$ cat src/rtl/qbd_pkg.sv
package qbd_pkg;
  // Drive request for a tristate pad: enable plus value.
  typedef struct packed {
    logic oe;
    logic val;
  } pin_drive_t;

  localparam pin_drive_t DRIVE_LOW  = '{oe: 1'b1, val: 1'b0};
  localparam pin_drive_t DRIVE_HIGH = '{oe: 1'b1, val: 1'b1};
  localparam pin_drive_t RELEASED   = '{oe: 1'b0, val: 1'b1};
endpackage

$ cat src/rtl/qbd_edge_detect.sv
module qbd_edge_detect #(
  parameter logic RESET_LEVEL = 1'b1
) (
  input  logic clk,
  input  logic rst,
  input  logic d,
  output logic rise
);
  logic prev_q;

  always_ff @(posedge clk) begin
    if (rst) prev_q <= RESET_LEVEL;
    else     prev_q <= d;
  end

  assign rise = d & ~prev_q;
endmodule

$ cat src/rtl/qbd_pulse_timer.sv
module qbd_pulse_timer #(
  parameter int PULSE_CYCLES = 6,
  localparam int CNT_W = (PULSE_CYCLES < 2) ? 1 : $clog2(PULSE_CYCLES)
) (
  input  logic clk,
  input  logic rst,
  input  logic start,
  input  logic cancel,
  output logic hold
);
  localparam logic [CNT_W-1:0] LOAD_VAL = CNT_W'(PULSE_CYCLES - 1);

  logic [CNT_W-1:0] remain_q;

  always_ff @(posedge clk) begin
    if (rst)                   remain_q <= '0;
    else if (cancel)           remain_q <= '0;
    else if (start)            remain_q <= LOAD_VAL;
    else if (remain_q != '0)   remain_q <= remain_q - CNT_W'(1);
  end

  // Cycles of high drive still owed after the one just driven.
  assign hold = (remain_q != '0);
endmodule

$ cat src/rtl/qbd_pad_sync.sv
module qbd_pad_sync #(
  parameter int   STAGES      = 2,
  parameter logic RESET_LEVEL = 1'b1
) (
  input  logic clk,
  input  logic rst,
  input  logic d,
  output logic q
);
  logic [STAGES-1:0] chain_q;

  generate
    for (genvar i = 0; i < STAGES; i++) begin : g_stage
      if (i == 0) begin : g_first
        always_ff @(posedge clk) begin
          if (rst) chain_q[0] <= RESET_LEVEL;
          else     chain_q[0] <= d;
        end
      end else begin : g_next
        always_ff @(posedge clk) begin
          if (rst) chain_q[i] <= RESET_LEVEL;
          else     chain_q[i] <= chain_q[i-1];
        end
      end
    end
  endgenerate

  assign q = chain_q[STAGES-1];
endmodule

$ cat src/rtl/qbd_pin_driver.sv
module qbd_pin_driver #(
  parameter int PULSE_CYCLES = 6,
  parameter int SYNC_STAGES  = 2
) (
  input  logic clk,
  input  logic rst,
  input  logic port_bit,
  input  logic od_mode,
  input  logic pad_in,
  output logic pad_oe,
  output logic pad_out,
  output logic pad_level
);
  import qbd_pkg::*;

  logic       rise;
  logic       hold;
  logic       start_pulse;
  logic       cancel_pulse;
  pin_drive_t drive_d;
  pin_drive_t drive_q;

  qbd_edge_detect #(.RESET_LEVEL(1'b1)) u_edge (
    .clk  (clk),
    .rst  (rst),
    .d    (port_bit),
    .rise (rise)
  );

  assign start_pulse  = rise & ~od_mode;
  assign cancel_pulse = ~port_bit | od_mode;

  qbd_pulse_timer #(.PULSE_CYCLES(PULSE_CYCLES)) u_timer (
    .clk    (clk),
    .rst    (rst),
    .start  (start_pulse),
    .cancel (cancel_pulse),
    .hold   (hold)
  );

  always_comb begin
    if (!port_bit)        drive_d = DRIVE_LOW;
    else if (od_mode)     drive_d = RELEASED;
    else if (start_pulse) drive_d = DRIVE_HIGH;
    else if (hold)        drive_d = DRIVE_HIGH;
    else                  drive_d = RELEASED;
  end

  always_ff @(posedge clk) begin
    if (rst) drive_q <= RELEASED;
    else     drive_q <= drive_d;
  end

  assign pad_oe  = drive_q.oe;
  assign pad_out = drive_q.val;

  qbd_pad_sync #(.STAGES(SYNC_STAGES), .RESET_LEVEL(1'b1)) u_sync (
    .clk (clk),
    .rst (rst),
    .d   (pad_in),
    .q   (pad_level)
  );
endmodule

$ cat config.mk
export PLATFORM = sky130hd
export DESIGN_NAME = qbd_pin_driver
export DESIGN_NICKNAME = d
export VERILOG_FILES = /design/src/rtl/qbd_pkg.sv /design/src/rtl/qbd_edge_detect.sv /design/src/rtl/qbd_pulse_timer.sv /design/src/rtl/qbd_pad_sync.sv /design/src/rtl/qbd_pin_driver.sv
export SDC_FILE = /design/constraint.sdc
export NUM_CORES = 1
export LEC_CHECK = 0
export BUFFER_PORTS_ARGS = -buffer_cell sky130_fd_sc_hd__clkbuf_2
export CAP_MARGIN = 10
export CORE_AREA = 2 2 39 41
export DETAILED_ROUTE_END_ITERATION = 10
export DIE_AREA = 0 0 41 43
export GPL_TIMING_DRIVEN = 0
export PLACE_DENSITY_LB_ADDON = 0.1
export SLEW_MARGIN = 10
export SYNTH_ARGS = -nofsm -noshare
export SYNTH_HDL_FRONTEND = slang
export SYNTH_SLANG_ARGS = --single-unit
$ cat constraint.sdc
create_clock -name clk -period 2.8 [get_ports clk]
set_clock_uncertainty 0.1 [all_clocks]
set_input_delay 0.56 -clock clk [delete_from_list [all_inputs] [get_ports clk]]
set_output_delay 0.56 -clock clk [all_outputs]
set_load 0.05 [all_outputs]
After elaboration in Yosys (flattened, before gate mapping):

Index checks and enable logic that the tools add are counted.

* add/subtract/negate cells: 1
* $mul: 0
* divide/modulo/power cells: 0
* order comparisons: 0
* equal/unequal tests: 0
* shift operators: 0
* muxes and demuxes: 6
* bitwise gates (word level): 6
* reductions and logical operators: 4

Operators with widths (count)
* 2-bit 2-to-1 mux: 4
* 3-bit 2-to-1 mux: 2
* 1-bit inverter: 3
* 3-bit nonzero test: 1
* 3-bit OR reduction: 1
* 3-bit by 1-bit subtractor with 3-bit output (second input constant): 1
* 1-bit AND: 2
* 2-bit nonzero test: 1
* 2-bit OR reduction: 1
* 1-bit OR: 1

* flip-flop bits (word level): 8
* bits in latches: 0
* bits in writable memories: 0
* bits in read-only memories: 0
* output and inout bits: 3
* logic and storage cells: 24
* memories: 0

Depth between registers and ports, before layout:

Gate-level depths: netlist of the first run.

* depth in word-level cells: 6
* mapped depth: 6
* gate-level depth less buffers: 6

Hierarchy:

Synthesis of the first run repeated with hierarchy kept, for this count alone.

* cells, all modules: 33
* area total of the unflattened synthesis: 339.1 µm²

Modules (own cells, without submodules)
* qbd_pulse_timer: instances 1, cells an instance 19, area an instance 180.2 µm²
* qbd_pin_driver: instances 1, cells an instance 7, area an instance 73.8 µm²
* qbd_pad_sync: instances 1, cells an instance 4, area an instance 52.6 µm²
* qbd_edge_detect: instances 1, cells an instance 3, area an instance 32.5 µm²

Worst setup path before layout of the first run:

No wires, ideal clock.

* kind: in2reg
* start: in rst
* end: reg u_timer.remain_q[1]
* data arrival time: 1.200 ns
* path slack: 1.396 ns
* cell stages on the path: 2
* buffers on the path: 0
* path through: or3b_4 a2111oi_2

* longest elaborated chain between the ends: 1

Ends and longest elaborated chain
* start, declared: line qbd_pin_driver.sv:6 `input logic rst,`
* 3-bit OR reduction (no source line)
* end signal, assigned: line qbd_pulse_timer.sv:19 `else if (remain_q != '0) remain_q <= remain_q - CNT_W'(1);`
* end, declared: line qbd_pulse_timer.sv:13 `logic [CNT_W-1:0] remain_q;`

Every way passes these cells.
A chain may end at the register's enable or synchronous reset.

==> impl_summary.md, run 1 <==
Power
Of the total power, registers draw 48.0%. Net switching is 24.3% of the power. The switching power total is 0.0533 mW. The cell leakage power is 0.175 nW.

The portion of total power attributed to combinational logic is 10.7%. The areal power density over the cells is 594 nW/um^2. The internal power of the cells is 0.166 mW.

The worst-case vdd ir drop is 0.197 mV. The clock network fraction of design power is 41.3%.

CTS
The number of buffers created by CTS is 3. The clock latency at the later pin of the worst-skew pair is 0.25 ns. The count of hold buffers inserted by post-cts repair is 0. The clock slew seen by the registers of the worst setup and hold paths is ~0.05 ns. TritonCTS built the clock tree. The library cell used as clock root buffer is clkbuf_4. The post-cts sizing count is 0.

CTS built an H-tree with a depth of 1. In this run the post-CTS setup repair buffer count came out at 0. Clock tree synthesis found a total of 7 sinks. No sink is reached through more buffers than the 2 on the longest clock path.

GRT
Entering global routing, the biggest net connects 6 pins. The via count of the first global-routing pass is 198. The global-route wire length before repair is about 800 um. Global routing finished with a remaining overflow of 0. The met3 global-route usage is ~1.6%.

The all-layer global routing usage is 7.15%. Global routing consumed, on the met2 layer, around 7.5% of the routing resources. For met1 alone, demand over resource in global routing was a little under a tenth. met4 is the most crowded layer. The number of antenna violations at the first check in global routing is 0.

Setup path
The worst-case register-to-register setup slack is approximately 1.4 ns. The critical path goes through clkbuf_2. The kind of end point of the critical path is an output pin. For the worst setup path, the data required time is 2.14 ns. The critical-path cell with the highest stage delay is dfxtp_1. The kind of cell with the highest combined delay on the critical path is flip-flops. The critical path class is reg2out. The critical path data arrival time is roughly 0.95 ns. The largest single stage delay on the critical path is roughly 0.40 ns. The maximum fanout encountered on the critical timing path is 5. The buffer and inverter count on the worst path is 1. The type of element launching the critical path is a flip-flop.

STA
The worst slew margin relative to its limit is 81.7%. The highest attainable clock frequency is 0.621 GHz. The setup TNS is 0 ns. Setup repair after global routing left no endpoint under its margin. After layout, the worst path uses 57.5% of the clock period.

The number of slew-limit violations in the final report is 0. The setup-violating endpoint count in the final report is 0. The worst path in the final design needs a cycle of approximately 1.6 ns, including I/O delays and setup.

The number of hold violations in the final report is 0. The worst-margin pin slew is 0.276 ns. The setup slack of the critical path after layout is 1.19 ns.

Floorplanning
The horizontal die dimension is 41 um. The area of the core region is 1380 sq um. For this configuration, the core starts out at a cell density of between 20% and 30%.

Pin placement for this block handled 8 I/O pins. After floorplanning, the core was divided into 14 placement rows. The floorplan step defined a die boundary enclosing 1760 sq um. The floorplan die height is 43 um.

Detailed routing
For this block, the routed nets add up to between 400 and 500 um of wire. The via count is roughly 210. The average vias per placed instance is 3.83. The number of design-rule violations left by the first detailed-router iteration is 0. The count of nets left with antenna violations once routing finished came out at 0.

After detailed routing, the number of remaining DRC violations is 0. In the final routed layout, each cell accounts on average for 7.76 um. The number of search-and-repair iterations in the first detailed-routing pass is 1.

Yosys
The sequential fraction of the synthesis area is 48.5%. Summing the areas of all fa, ha and maj instances in the mapped netlist gives 13.0% of the synthesized area. The cell area after synthesis is 289 sq um.

When the netlist entered floorplanning its net count stood at 35. The multiplexer share of the synthesized area is 3.46%. The simple-gate share of the synthesized area is roughly 13%.

The unique cell type count in the Yosys netlist is 11. The main combinational cell family by area after synthesis is compound AO/OA/AOI/OAI gates. The gate count of the mapped netlist is 27.

The synthesized netlist devotes 13.0% of its cell area to compound gates. Of the total synthesized cell area, the portion taken by XOR and XNOR cells is 3.03%. Yosys printed 0 warnings.

The total of flip-flops plus latches after synthesis is 7. A synthesized cell averages 10.7 sq um.

Placement
The total of buffers placed on input and output ports is 7. OpenSTA, run right after detailed placement, puts the worst setup slack at 1.22 ns. Detailed placement ended at an HPWL of 338 um.

The placed standard-cell area is ~340 sq um. The congestion estimate from routability-driven global placement came to 0.638.

Layout
0 antenna diodes ended up in the layout. The final non-filler cell area is 370 sq um. The final net count is 47. From synthesis to final layout, the design area changed by 28.1%. The post-route netlist has a little under a third of its cells at a drive strength greater than 1. In the layout the commonest cells are clkbuf_2, dfxtp_1, inv_1. The utilization of the core after routing is 26.8%.

Run status
The flow ran to the end, and the final reports show no timing, DRC or antenna violations.

Run
The number of max-cap violations is 0.

Hold path
In this run the worst hold path is classified as reg2reg.
-- path summary, 6_finish.rpt --
kind	from	endpoint	depth (start not counted)
setup / recovery	u_edge.prev_q$_SDFF_PP1_	pad_out	1
hold / removal	u_sync.chain_q[0]$_SDFF_PP1_	u_sync.q$_SDFF_PP1_	1
setup reg to reg	u_timer.remain_q[0]$_SDFFE_PP0P_	u_timer.remain_q[1]$_SDFFE_PP0P_	4
hold reg to reg	u_sync.chain_q[0]$_SDFF_PP1_	u_sync.q$_SDFF_PP1_	1
-- through the flow --
stage	instances	power, mW	hold WS, ns
after floorplan	27	0.124	0.283
after global placement	50	0.131	0.294
after detailed placement	50	0.132	0.300
after CTS	54	0.226	0.314
after global routing	54	0.233	0.325
final	54	0.220	0.309
-- synth_stat cells, drive strengths merged --
cell	instances	area share, %
a21o	1	2.6
nor2b	1	2.2
dfxtp	7	48
inv	5	6.5
mux2i	1	3.5
a2111oi	1	5.2
or3b	1	3.9
ha	3	13
or2	3	6.5
a21oi	3	5.2
xor2	1	3.0
-- routing by layer --
layer,up-vias,wire length (um)
met5,-,0
met4,0,0
met3,0,25
met2,5,209
met1,95,185
li1,107,-
-- area by class of cell --
cell class                      instances  area, sq um
Timing Repair Buffer                    7         35.0
Clock buffer                            4         26.3
Tap cell                               16         20.0
Multi-Input combinational cell         15          130
Sequential cell                         7          140
Fill cell                             163         1010
Inverter                                5         18.8
-- power groups by stage --
stage	Sequential [mW]	Combinational (mW)	Clock [mW]
finish	0.106	0.0235	0.0907
CTS	0.106	0.0238	0.0961
global route	0.106	0.0257	0.101
detailed placement	0.108	0.0238	0
global placement	0.108	0.0236	0
floorplan	0.116	0.00833	0
-- state kept, by name (all words and copies together), names as in the netlist --
name / cells
pad_oe: 1
u_edge.prev_q: 1
u_sync.chain_q: 1
u_sync.q: 1
u_timer.remain_q: 3
-- cell families after synthesis --
group           after synthesis
fa+ha+maj                     3
mux                           1
compound gates                5
simple gates                  5
buf+inv                       5
xor+xnor                      1
flops                         7
Note: power is estimated with default switching activity, not from simulation.
==> inputs of run 2 (changes only) <==
==> constraint.sdc (replaced) <==
create_clock -name clk -period 1.3 [get_ports clk]
set_clock_uncertainty 0.1 [all_clocks]
set_input_delay 0.26 -clock clk [delete_from_list [all_inputs] [get_ports clk]]
set_output_delay 0.26 -clock clk [all_outputs]
set_load 0.05 [all_outputs]
==> run 2 against run 1 <==
Effect of this change:
- non-clock buffer count unchanged
- register-to-register slack got worse by 1.3 ns
- total power is 120% higher
- critical path type unchanged
==> impl_summary.md, run 2 (synthesis results as in run 1) <==
CTS
The clock latency at the later pin of the worst-skew pair is 0.25 ns (about the same). The number of buffers created by CTS is 3 (unchanged). The number of sinks handled by clock tree synthesis is 7 (unchanged). The buffer levels on the longest clock path is 2 (unchanged).

The number of H-tree levels is 1 (unchanged). The clock tree from TritonCTS is done. The clock slew seen by the registers of the worst setup and hold paths is 0.05 ns (about the same). The post-CTS setup-driven buffer insertion count is 0 (unchanged). The library cell used as clock root buffer is clkbuf_4.

Layout
The final net count is 47 (unchanged). The combined area of the multi-input logic cells came to 168 sq um (+29%). The footprint of the flip-flops and latches is 141 sq um (+0.89%).

The largest register by flop count is u_timer.remain_q. The utilization of the core after routing is 29.7% (+3.0 points). The antenna cell count is 0 (unchanged). The library cells used most frequently in the layout, excluding fill and tap cells, are clkbuf_2, dfxtp_1, inv_1.

The final non-filler cell area was 412 sq um (+11%). The relative area change from synthesis to final layout is 42.4%. The share of cells above drive strength 1 was 42.1% (+11 points). The number of fill cells in the layout is 156 (-4.3%). The number of flip-flops under the largest register name came to 3 (unchanged).

GRT
The via count of the first global-routing pass is 177 (-11%). The aggregate global routing overflow was 0 (unchanged). The largest net degree at the start of global routing is 6 (unchanged). The number of antenna violations at the first check in global routing is 0 (unchanged).

The global-route wire length before repair is 710 um (-11%). The all-layer global routing usage was 6.44% (-0.71 points).

Setup path
The total number of cells along the worst setup path is 1 (unchanged). The buffer and inverter count on the worst path came to 1 (unchanged). The worst setup path is launched from a flip-flop.

The cell family contributing the most delay on the critical path is flip-flops. The required arrival time at the worst endpoint is 0.94 ns (-1.20 ns). The critical path is of the reg2out type.

The maximum cell stage delay along the critical path is 0.40 ns (about the same). The maximum fanout encountered on the critical timing path is 5 (unchanged). The critical path data arrival time is 0.88 ns (-0.07 ns). The critical path goes through buf_4. The depth of the most critical reg-to-reg path was 5 (+1). The largest individual stage delay along the critical path comes from the cell dfxtp_1. The kind of end point of the critical path is an output pin.

Power
The worst-case vdd ir drop is 0.405 mV (+110%). The areal power density over the cells is 1160 nW/um^2 (+96%). The cell leakage power is 0.179 nW (+2.3%). The total power draw is 0.479 mW (+120%).

Detailed routing
The number of design-rule violations left by the first detailed-router iteration came to 0 (unchanged). The via count came to 202 (-2.4%). The average vias per placed instance is 3.74 (-2.4%). The number of search-and-repair iterations in the first detailed-routing pass is 1 (unchanged). The antenna violation net count after detailed routing is 0 (unchanged). The per-cell routed wire length came to 8.98 um (+16%). The post-detailed-routing wire length is 485 um (+16%). The number of design rule violations left after detail routing was 0 (unchanged).

STA
The number of slew-limit violations in the final report came to 0 (unchanged). The number of hold violations in the final report was 0 (unchanged). The setup-violating endpoint count in the final report is 0 (unchanged).

The worst-margin pin slew is 0.276 ns (-0.000255 ns). The worst slew margin relative to its limit came to 81.7% (about the same). The worst hold slack is 0.0903 ns (-0.219 ns). The clock period minus final worst setup slack is 1.24 ns. The post-route fraction of the period consumed by the critical path is 95.1%. The highest attainable clock frequency is 0.809 GHz. Setup repair after global routing left no endpoint under its margin.

Run status
The run finished with clean final reports.

Placement
The routability congestion estimate from global placement is 0.673 (+5.4%). The half-perimeter wire length after detailed placement was 328 um (-3.1%). The total of buffers placed on input and output ports is 7 (unchanged). The placed standard-cell area is 347 sq um (+0.73%).

Floorplanning
The top-level I/O count is 8 (unchanged). The starting utilization of the core area is 20.9% (unchanged). The area of the core region came to 1380 sq um (unchanged). The area enclosed by the die boundary came to 1760 sq um (unchanged). The floorplan die height is 43 um (unchanged). The number of core rows is 14 (unchanged). The horizontal die dimension is 41 um (unchanged).

Run
The number of max-cap violations was 0 (unchanged).

Hold path
The depth of the worst hold-timing path is 2 (+1). The path class of the lowest-slack min-delay path is in2reg.
-- run 2: path summary, 6_finish.rpt --
path	slack [ns]	endpoint	start
hold reg to reg	0.31	u_sync.q$_SDFF_PP1_	u_sync.chain_q[0]$_SDFF_PP1_
hold / removal	0.09	u_sync.chain_q[0]$_SDFF_PP1_	pad_in
setup / recovery	0.06	pad_out	u_edge.prev_q$_SDFF_PP1_
setup reg to reg	0.07	u_timer.remain_q[2]$_SDFFE_PP0P_	u_timer.remain_q[0]$_SDFFE_PP0P_
-- run 2: per-layer routing --
layer	vias up	share of wire, %	track usage (%)
li1	107	-	-
met1	90	43	8.74
met2	5	53	6.88
met3	0	3.9	1.57
met4	0	0	8.00
met5	-	0	0
-- run 2: cell type report --
cell class                 instances  area share [%]
multi-input combinational         15            40.7
sequential                         7            34.3
inverter                           5            4.56
timing repair buffer               7            9.12
tap                               16            4.86
clock buffer                       4            6.38
-- run 2: repair_timing --
| item | in CTS | in global routing |
|---|---|---|
| gates resized for setup | 4 | 4 |
| pin swaps | 0 | 1 |
| setup endpoints to repair | 2 | 2 |
| hold buffers | 0 | 0 |
-- run 2: per-stage QoR --
stage          std cells  setup TNS (ns)  setup slack [ns]
3_3_place_gp          50         -0.0565           -0.0565
5_1_grt               54               0           0.00182
2_1_floorplan         27               0           0.00913
3_5_place_dp          50         -0.0455           -0.0455
6_report              54               0            0.0641
4_1_cts               54               0           0.00451
-- run 2: report_power, final --
part | switching, mW | internal, mW | total (mW) | leakage (nW)
sequential | 0.00429 | 0.224 | 0.228 | 0.0581
combinational | 0.0359 | 0.0235 | 0.0594 | 0.106
clock | 0.0753 | 0.117 | 0.192 | 0.0150
total | 0.115 | 0.364 | 0.479 | 0.179
-- run 2: worst register-to-register path: stages (launching register included) --
cell	delay [ns]
dfxtp_2	0.32
inv_1	0.10
ha_4	0.16
ha_4	0.18
mux2i_1	0.19
a21oi_1	0.08
